`config.mk`:
```
export PLATFORM = sky130hd
export DESIGN_NAME = div2_mode_switch
export DESIGN_NICKNAME = d
export VERILOG_FILES = /design/src/rtl/div2_pkg.sv /design/src/rtl/div2_cfg_reg.sv /design/src/rtl/div2_sync.sv /design/src/rtl/div2_rate_mux.sv /design/src/rtl/div2_mode_switch.sv
export SDC_FILE = /design/constraint.sdc
export NUM_CORES = 1
export LEC_CHECK = 0
export ABC_AREA = 1
export BUFFER_PORTS_ARGS = -buffer_cell sky130_fd_sc_hd__buf_2
export CAP_MARGIN = 20
export CORE_AREA = 5 5 42 44
export DETAILED_ROUTE_END_ITERATION = 6
export DIE_AREA = 0 0 47 49
export GPL_ROUTABILITY_DRIVEN = 1
export PLACE_DENSITY = 0.31
export SLEW_MARGIN = 30
export SYNTH_ARGS = -nofsm -noshare
export SYNTH_HDL_FRONTEND = slang
export SYNTH_SLANG_ARGS = --single-unit
export TNS_END_PERCENT = 5
```
`constraint.sdc`:
```
create_clock -name clk_i -period 1 [get_ports clk_i]
set_input_delay 0.2 -clock clk_i [delete_from_list [all_inputs] [get_ports clk_i]]
set_output_delay 0.2 -clock clk_i [all_outputs]
set_load 0.01 [all_outputs]
```
`src/rtl/div2_pkg.sv`:
```
package div2_pkg;
  typedef enum logic {
    RATE_FULL = 1'b0,
    RATE_HALF = 1'b1
  } rate_e;
endpackage

```
`src/rtl/div2_cfg_reg.sv`:
```
module div2_cfg_reg (
  input  logic clk_i,
  input  logic rst_ni,
  input  logic we_i,
  input  logic wdata_i,
  output logic full_ok_o
);
  logic bit_q;

  always_ff @(posedge clk_i or negedge rst_ni) begin
    if (!rst_ni)   bit_q <= 1'b1;
    else if (we_i) bit_q <= wdata_i;
  end

  assign full_ok_o = bit_q;

  AST_CFG_WRITE: assert property (@(posedge clk_i) disable iff (!rst_ni)
    we_i |=> (bit_q == $past(wdata_i)));
  AST_CFG_HOLD: assert property (@(posedge clk_i) disable iff (!rst_ni)
    !we_i |=> $stable(bit_q));
endmodule

```
`src/rtl/div2_sync.sv`:
```
module div2_sync #(
  parameter int STAGES = 2
) (
  input  logic clk_i,
  input  logic rst_ni,
  input  logic d_i,
  output logic q_o
);
  logic [STAGES-1:0] ff_q;

  generate
    for (genvar s = 0; s < STAGES; s++) begin : g_stage
      if (s == 0) begin : g_first
        always_ff @(posedge clk_i or negedge rst_ni) begin
          if (!rst_ni) ff_q[0] <= 1'b0;
          else         ff_q[0] <= d_i;
        end
      end else begin : g_next
        always_ff @(posedge clk_i or negedge rst_ni) begin
          if (!rst_ni) ff_q[s] <= 1'b0;
          else         ff_q[s] <= ff_q[s-1];
        end
      end
    end
  endgenerate

  assign q_o = ff_q[STAGES-1];
endmodule

```
`src/rtl/div2_rate_mux.sv`:
```
module div2_rate_mux
  import div2_pkg::*;
#(
  parameter int NUM_OUT = 4
) (
  input  logic               clk_i,
  input  logic               rst_ni,
  input  logic               half_req_i,
  output logic [NUM_OUT-1:0] clk_o
);
  logic  div_q;
  rate_e sel_q;

  // free-running divider, always phase ready
  always_ff @(posedge clk_i or negedge rst_ni) begin
    if (!rst_ni) div_q <= 1'b0;
    else         div_q <= ~div_q;
  end

  // switch on falling input edge while divided clock is low: both sources low
  always_ff @(negedge clk_i or negedge rst_ni) begin
    if (!rst_ni)     sel_q <= RATE_FULL;
    else if (!div_q) sel_q <= half_req_i ? RATE_HALF : RATE_FULL;
  end

  generate
    for (genvar g = 0; g < NUM_OUT; g++) begin : g_out
      assign clk_o[g] = (sel_q == RATE_HALF) ? div_q : clk_i;
    end
  endgenerate

  AST_SEL_SAFE: assert property (@(posedge clk_i) disable iff (!rst_ni)
    !$stable(sel_q) |-> !div_q);
  AST_DIV_TOGGLE: assert property (@(posedge clk_i) disable iff (!rst_ni)
    1'b1 |=> (div_q != $past(div_q)));
endmodule

```
`src/rtl/div2_mode_switch.sv`:
```
module div2_mode_switch #(
  parameter int NUM_OUT     = 4,
  parameter int SYNC_STAGES = 2
) (
  input  logic               clk_i,
  input  logic               rst_ni,
  input  logic               half_pin_ni,
  input  logic               cfg_we_i,
  input  logic               cfg_wdata_i,
  output logic [NUM_OUT-1:0] clk_o
);
  logic full_ok;
  logic half_req_raw;
  logic half_req_sync;

  div2_cfg_reg u_cfg (
    .clk_i     (clk_i),
    .rst_ni    (rst_ni),
    .we_i      (cfg_we_i),
    .wdata_i   (cfg_wdata_i),
    .full_ok_o (full_ok)
  );

  // either active-low source selects half rate
  assign half_req_raw = ~half_pin_ni | ~full_ok;

  div2_sync #(.STAGES(SYNC_STAGES)) u_sync (
    .clk_i  (clk_i),
    .rst_ni (rst_ni),
    .d_i    (half_req_raw),
    .q_o    (half_req_sync)
  );

  div2_rate_mux #(.NUM_OUT(NUM_OUT)) u_mux (
    .clk_i      (clk_i),
    .rst_ni     (rst_ni),
    .half_req_i (half_req_sync),
    .clk_o      (clk_o)
  );
endmodule

```
Word-level counts from Yosys, hierarchy flattened --
Index checks and enable logic that the tools add are counted.
Storage, ports and cells: output and inout port bits 4, register bits 5
Cells by class: muxes and demuxes 2, bitwise logic cells 4
Operator list (number):
- $not A1 Y1 | 3
- $mux W1 | 2
- $or A1 B1 Y1 | 1

Depth between registers and ports, before layout --
Gate-level depths: netlist (run 1).
word-level depth 2, gate-level depth with buffers 4, gate-level depth less buffers 3

By module --
Synthesis (run 1) repeated with hierarchy kept, for this count alone.
Unflattened totals: cell total of the unflattened synthesis 20, area, all modules 196.4 sq um
By module, submodules not included:
- div2_rate_mux | times used 1, area an instance 101.3 sq um, cells an instance 12
- div2_sync | times used 1, area an instance 50.0 sq um, cells an instance 2
- div2_cfg_reg | times used 1, area an instance 41.3 sq um, cells an instance 5
- div2_mode_switch | times used 1, area an instance 3.8 sq um, cells an instance 1

==> impl_metrics.yaml, run 1 <==
outcome:
  outcome: "complete, but fails checks"
  violations: "setup timing"
worst_setup_path:
  worst_setup_path_end_kind: "output port"
  cpMostUsedCell: "buf_6"
  crit_buf_inv: 3
  worstSetupPathType: "reg -> out"
  arrival_ps: 1690
  cp_slowest_cell: "dfrtn_1"
  r2r-start: "u_mux.div_q$_DFF_PN0_"
  critPathTopFamily: "flip-flops"
  crit_path_max_incr_delay_ps: 400
  crit_path_max_fanout: 2
  worstPathRequired_ps: 800
  cp_cell_sequence: "inv_1 -> nand2_2 -> nand2_4 -> buf_6 -> buf_6"
  crit_path_start_kind: "flop"
  cp-startpoint: "u_mux.sel_q$_DFFE_NN0N_"
pwr:
  power.leakage_uw: 0.0002135
  ir_worst_vdd_mv: 1.236
  p_clk_share_pct: 72.1
  power_uw: 915.9
  p_int_uw: 704.4
  swShare_pct: 23.09
  seqPwrFrac_pct: 24.3
  pwr-share-comb_pct: 3.5
  p_sw_uw: 211.5
  p_per_area_nw_per_um2: 2259
layout:
  final_nets: 48
  drive_gt1_share_pct: 64.29
  num_antenna_cells: 0
  multi_input_area_um2: 46.29
  design_area_um2: 405.4
  final_common_cell: "clkbuf_4"
  seqCellArea_um2: 126.4
  fillers: 146
  mostFrequentLayoutCells: "9 x clkbuf_4, 6 x nand2_1, 6 x buf_6"
  synthToLayoutAreaGrowth_pct: 106.4
clock_tree:
  postCtsSetupRepairBufs: 0
  clk_pin_slew_ps: 50
  insertion_delay_ps: 380
  cts_tree: "built"
global_route:
  antenna_found_initial: 0
  grt_util_all_layers_pct: 7.992
  grt_max_degree: 6
  grt_overflow_total: 0
  first_global_vias: 331
  grt_pass1_wl_um: 931
timing:
  rsz0062_at_grt: "yes"
  slew_headroom_pct: 89.94
  hold_violations: 0
  setup-tns-final_ps: -3860
  clock_skew_ps: 26.93
  final.setup.worst_slack_ps: -887.1
  tightestPinTransition_ps: 150.5
  setup_viol: 7
  maxSlewViolCount: 0
place:
  place_area_um2: 256.5
  port-buffer-count: 8
  routabilityCongestion: 0.5478
floorplan:
  dieArea_um2: 2303
  core_area_um2: 1401
  initial_core_util_pct: 14.02
  row_count: 14
  dieHeight_um: 49
  ioPinCount: 9
  dieWidth_um: 47
routing:
  wirelength_um: 489
  drc_errors: 0
  drtAntennaViolNets: 0
  wl_per_cell_um: 8.431
  via_per_inst: 3.310
  vias: 192
  drt_iter0_markers: 3
  drtPass1Iterations: 2
logic_synthesis:
  syn-num-nets: 25
  ys_seq_area_share_pct: 64.33
  synth_seq_cells: 5
  syn_avg_cell_area_um2: 9.822
  yosysWarnings: 0
  synth_cells: 20
  yosysUniqueCellTypes: 8
  synth.cell_area_um2: 196.4
min_path:
  min-delay-start: "cfg_wdata_i"
  min-delay-path-class: "in -> reg"
job:
  maxCapViolations: 0
==> sequential cells by signal (all words and copies together) (netlist names) <==
name,cells
u_sync.q_o,1
u_mux.div_q,1
u_sync.ff_q,1
u_cfg.full_ok_o,1
u_mux.sel_q,1
==> cell usage after synthesis <==
library cell,number,area share [%]
buf_4,3,11
inv_2,1,1.9
inv_1,2,3.8
nand2_2,1,3.2
dfrtn_1,1,13
nand2_1,8,15
dfrtp_1,3,38
dfstp_2,1,13
==> power groups by stage <==
stage	sequential [uW]	clock (uW)	combinational (uW)
6_report	223	660	32.5
5_1_grt	224	746	37.9
4_1_cts	223	653	31.5
3_5_place_dp	225	32.3	24.8
3_3_place_gp	225	32.3	23.7
2_1_floorplan	224	36.3	8.22
==> timing repair <==
action,4_1_cts,5_1_grt
gates resized for setup,0,11
hold buffers,2,0
setup endpoints to repair,7,7
pin swaps,0,1
hold endpoints to repair,5,0
==> metal layers <==
metal / up-vias / wire [um] / track usage [%]
li1: 98 / - / -
met1: 81 / 187 / 3.563
met2: 13 / 235 / 5.882
met3: 0 / 65 / 12.92
met4: 0 / 0 / 16.59
met5: - / 0 / 0
==> cell type report <==
cell class	instances	area share [%]
flip-flops and latches	5	31.17
clock buffers	16	34.26
multi-input cells	9	11.42
well taps	16	4.938
repair buffers	9	15.43
inverters	3	2.778
==> worst reg2reg max path, delay by kind of cell, from the launching register on <==
family,cells,cell delay [ps]
flops,1,370
simple gates,2,180
buf+inv,1,130
==> worst paths after layout <==
| kind | cells after the start | endpoint | slack [ps] |
|---|---|---|---|
| max | 5 | clk_o[1] | -890 |
| min reg2reg | 0 | u_sync.q_o$_DFF_PN0_ | 350 |
| min | 3 | u_cfg.full_ok_o$_DFFE_PN1P_ | 40 |
| min in group asynchronous | 2 | u_mux.div_q$_DFF_PN0_ | 180 |
| max reg2reg | 3 | u_mux.sel_q$_DFFE_NN0N_ | -310 |
| max in group asynchronous | 2 | u_mux.sel_q$_DFFE_NN0N_ | 290 |
==> stage by stage <==
stage / worst slack (ps) / utilization, % / hold slack [ps] / instances
3_3_place_gp: -362.3 / 18.30 / 19.47 / 44
6_report: -887.1 / 28.93 / 35.79 / 58
4_1_cts: -1047 / 26.43 / 18.45 / 59
5_1_grt: -959.1 / 28.93 / 32.17 / 58
3_5_place_dp: -372.2 / 18.30 / 20.47 / 44
2_1_floorplan: -444.2 / - / -95.59 / 20
==> cell families after synthesis <==
family        Yosys count  synth area share, %
flops                   5                64.33
buf+inv                 6                17.20
simple gates            9                18.47
(Power assumes the default switching activity.)
==> run 2, diff against run 1 <==
- PLACE_DENSITY: 0.31 -> 0.33
==> impl_metrics.yaml, run 2 (same netlist as run 1, synthesis figures left out) <==
floorplan:
  row_count: 14
  dieWidth_um: 47
  dieArea_um2: 2303
  core_area_um2: 1401
  initial_core_util_pct: 14.02
  ioPinCount: 9
  dieHeight_um: 49
routing:
  drtPass1Iterations: 4
  wl_per_cell_um: 8.845
  drc_errors: 0
  drt_iter0_markers: 2
  via_per_inst: 3.466
  vias: 201
  drtAntennaViolNets: 0
  wirelength_um: 513
timing:
  setup-tns-final_ps: -4246
  rsz0062_at_grt: "yes"
  setup_viol: 7
  tightestPinTransition_ps: 116.1
  clock_skew_ps: 26.94
  hold_violations: 0
  maxSlewViolCount: 0
  final.setup.worst_slack_ps: -1005
  holdWs_ps: 40.01
  slew_headroom_pct: 92.26
worst_setup_path:
  worst_setup_path_end_kind: "output port"
  cp_slowest_cell: "dfrtn_1"
  cp_cell_sequence: "inv_1 -> nand2_1 -> nand2_1 -> clkbuf_4 -> clkbuf_4 -> buf_2"
  critPathTopFamily: "buffers and inverters"
  crit_path_start_kind: "flop"
  cp-startpoint: "u_mux.sel_q$_DFFE_NN0N_"
  r2r-start: "u_mux.div_q$_DFF_PN0_"
  worstSetupPathType: "reg -> out"
  crit_path_max_fanout: 2
  worstPathRequired_ps: 800
  crit_path_max_incr_delay_ps: 400
  crit_buf_inv: 4
  arrival_ps: 1800
outcome:
  violations: "setup timing"
  outcome: "complete, but fails checks"
pwr:
  p_per_area_nw_per_um2: 2415
  ir_worst_vdd_mv: 0.7880
  power_uw: 876.1
  power.leakage_uw: 0.0001940
layout:
  synthToLayoutAreaGrowth_pct: 84.71
  final_nets: 48
  final_common_cell: "clkbuf_4"
  design_area_um2: 362.8
  num_antenna_cells: 0
  multi_input_area_um2: 36.28
  fillers: 160
  seqCellArea_um2: 126.4
  final_core_util_pct: 25.89
  drive_gt1_share_pct: 59.52
  mostFrequentLayoutCells: "12 x clkbuf_4, 8 x nand2_1, 8 x buf_2"
global_route:
  grt_overflow_total: 0
  antenna_found_initial: 0
  grt_pass1_wl_um: 793
  grt_util_all_layers_pct: 6.582
  first_global_vias: 289
  grt_max_degree: 6
clock_tree:
  insertion_delay_ps: 370
  clk_pin_slew_ps: 50
  postCtsSetupRepairBufs: 0
  cts_tree: "built"
place:
  place_area_um2: 249.0
  port-buffer-count: 8
  hpwl_um: 269
  routabilityCongestion: 0.6282
job:
  maxCapViolations: 0
min_path:
  min-delay-path-class: "in -> reg"
  min-delay-start: "cfg_wdata_i"
run 2: metrics by stage:
stage | setup slack (ps) | instances
after floorplan | -444.2 | 20
after global placement | -360.4 | 43
after detailed placement | -382.4 | 43
after CTS | -1040 | 57
after global routing | -1092 | 58
final | -1005 | 58
run 2: area by class of cell:
type | count | share of cell area [%]
tap | 16 | 5.517
inverter | 3 | 3.103
timing repair buffer | 8 | 15.17
clock buffer | 17 | 31.38
multi-input combinational | 9 | 10.00
sequential | 5 | 34.83
run 2: metal layers:
layer  vias to the layer above  global-route usage (%)  wire [um]
met4                         0                   16.59         18
met3                         2                   7.380         56
met2                        13                   5.204        255
met1                        87                   3.125        182
met5                         -                       0          0
li1                         99                       -          -
run 2: worst min-delay path: stages:
cell	delay [ps]
buf_2	90
nand2_1	40
nand2_1	50
run 2: what timing repair did:
action,4_1_cts,5_1_grt
setup endpoints to repair,7,7
hold buffers,1,1
resized for setup,0,0
hold endpoints to repair,4,1
cloned,0,0
run 2: final timing paths:
path | endpoint | slack [ps] | depth (start not counted)
setup / recovery | clk_o[1] | -1000 | 6
hold / removal | u_cfg.full_ok_o$_DFFE_PN1P_ | 40 | 3
setup reg to reg | u_mux.sel_q$_DFFE_NN0N_ | -230 | 3
hold reg to reg | u_sync.q_o$_DFF_PN0_ | 340 | 0
max in group asynchronous | u_mux.sel_q$_DFFE_NN0N_ | 270 | 2
min in group asynchronous | u_sync.q_o$_DFF_PN0_ | 210 | 2
run 2: where the power goes:
part           switching (uW)  internal [uW]
Sequential               4.80            217
Combinational            13.3           17.4
Clock                     181            442
==> run 3, diff against run 2 <==
--- a/config.mk
+++ b/config.mk
@@ -8,3 +8,3 @@
 export ABC_AREA = 1
-export BUFFER_PORTS_ARGS = -buffer_cell sky130_fd_sc_hd__buf_2
+export BUFFER_PORTS_ARGS = -buffer_cell sky130_fd_sc_hd__buf_4
 export CAP_MARGIN = 20
==> constraint.sdc (replaced) <==
create_clock -name clk_i -period 1 [get_ports clk_i]
set_input_delay 0.15 -clock clk_i [delete_from_list [all_inputs] [get_ports clk_i]]
set_output_delay 0.15 -clock clk_i [all_outputs]
set_load 0.01 [all_outputs]
==> impl_metrics.yaml, run 3 (same netlist as run 1, synthesis figures left out) <==
layout:
  finalNonFillerCells: 61
  seqCellArea_um2: 126.4
  final_common_cell: "clkbuf_4"
  synthToLayoutAreaGrowth_pct: 112.7
  mostFrequentLayoutCells: "11 x clkbuf_4, 10 x buf_4, 8 x nand2_1"
  fillers: 158
  design_area_um2: 417.9
  final_nets: 51
  drive_gt1_share_pct: 57.78
  multi_input_area_um2: 36.28
  num_antenna_cells: 0
timing:
  setup_viol: 7
  maxSlewViolCount: 0
  clock_skew_ps: 26.19
  hold_violations: 0
  tightestPinTransition_ps: 89.27
  rsz0062_at_grt: "yes"
  final.setup.worst_slack_ps: -952.8
  slew_headroom_pct: 94.03
worst_setup_path:
  worstPathRequired_ps: 850
  critPathTopFamily: "buffers and inverters"
  worstSetupPathType: "reg -> out"
  worst_setup_path_end_kind: "output port"
  crit_path_max_fanout: 2
  arrival_ps: 1800
  crit_path_start_kind: "flop"
  crit_buf_inv: 4
  cp_slowest_cell: "dfrtn_1"
  cp_cell_sequence: "inv_1 -> nand2_1 -> nand2_1 -> buf_4 -> clkbuf_4 -> buf_4"
  crit_path_max_incr_delay_ps: 390
routing:
  vias: 215
  drtPass1Iterations: 2
  wirelength_um: 494
  drc_errors: 0
  wl_per_cell_um: 8.098
  via_per_inst: 3.525
  drt_iter0_markers: 5
  drtAntennaViolNets: 0
floorplan:
  row_count: 14
  core_area_um2: 1401
  initial_core_util_pct: 14.02
  dieArea_um2: 2303
  dieWidth_um: 47
  dieHeight_um: 49
  ioPinCount: 9
place:
  place_ws_ps: -343.8
  routabilityCongestion: 0.5956
  place_inst: 44
  port-buffer-count: 8
  place_area_um2: 276.5
  hpwl_um: 278.2
clock_tree:
  clk_pin_slew_ps: 50
  postCtsSetupRepairBufs: 0
  insertion_delay_ps: 370
  cts_tree: "built"
pwr:
  power_uw: 900.9
  ir_worst_vdd_mv: 0.8910
  p_per_area_nw_per_um2: 2156
  power.leakage_uw: 0.0002206
job:
  maxCapViolations: 0
global_route:
  grt_util_all_layers_pct: 7.790
  grt_pass1_wl_um: 862
  grt_max_degree: 6
  first_global_vias: 306
  antenna_found_initial: 0
  grt_overflow_total: 0
min_path:
  min-delay-path-class: "in -> async"
outcome:
  violations: "setup timing"
  outcome: "complete, but fails checks"
-- run 3: cell count changes in the layout (fill, tap and decap cells not counted), sizes merged --
cell | before | now
clkbuf | 13 | 12
dlygate4sd3 | 2 | 4
buf | 10 | 12
-- run 3: area by class of cell --
type / count / share of cell area [%]
Clock buffer: 17 / 31.44
Sequential cell: 5 / 30.24
Timing Repair Buffer: 11 / 22.16
Multi-Input combinational cell: 9 / 8.683
Tap cell: 16 / 4.790
Inverter: 3 / 2.695
-- run 3: per-stage QoR --
stage                     setup TNS [ps]  hold WS, ps  util [%]
after floorplan                    -1560       -145.6         -
after global placement             -1571       -46.95     19.73
after detailed placement           -1612       -44.49     19.73
after CTS                          -4218        112.9     29.29
after global routing               -4370        109.8     29.82
final                              -4018        122.2     29.82
-- run 3: final timing paths --
check | start | endpoint | slack (ps) | depth (start not counted)
max in group asynchronous | rst_ni | u_mux.sel_q$_DFFE_NN0N_ | 370 | 2
min | rst_ni | u_sync.ff_q[0]$_DFF_PN0_ | 120 | 2
max | u_mux.sel_q$_DFFE_NN0N_ | clk_o[2] | -950 | 6
min in group clk_i | u_sync.ff_q[0]$_DFF_PN0_ | u_sync.q_o$_DFF_PN0_ | 360 | 0
max reg2reg | u_mux.div_q$_DFF_PN0_ | u_mux.sel_q$_DFFE_NN0N_ | -230 | 3
min reg2reg | u_sync.ff_q[0]$_DFF_PN0_ | u_sync.q_o$_DFF_PN0_ | 360 | 0
-- run 3: worst reg2reg max path: cells and delay by family, from the launching register on --
family                 cells  cell delay, ps
DFF                        1             370
and+or+nand+nor            2             140
buffers and inverters      1             110
-- run 3: report_power, final --
group	leakage, uW	internal (uW)	total [uW]	switching [uW]
Combinational	0.0000918	26.9	41.3	14.4
Sequential	0.0000497	217	222	4.76
Clock	0.0000791	456	637	181
-- run 3: metal layers --
metal  part of all wire [%]  GRT usage [%]
met5                      0              0
met1                     36          3.803
met3                     10          9.225
met4                    4.5          22.12
met2                     49          4.525
-- run 3: timing repair --
item | in CTS | in global routing
gates resized for setup | 0 | 3
endpoints found under the hold margin | 7 | 0
hold buffers | 4 | 0
setup endpoints to repair | 7 | 7
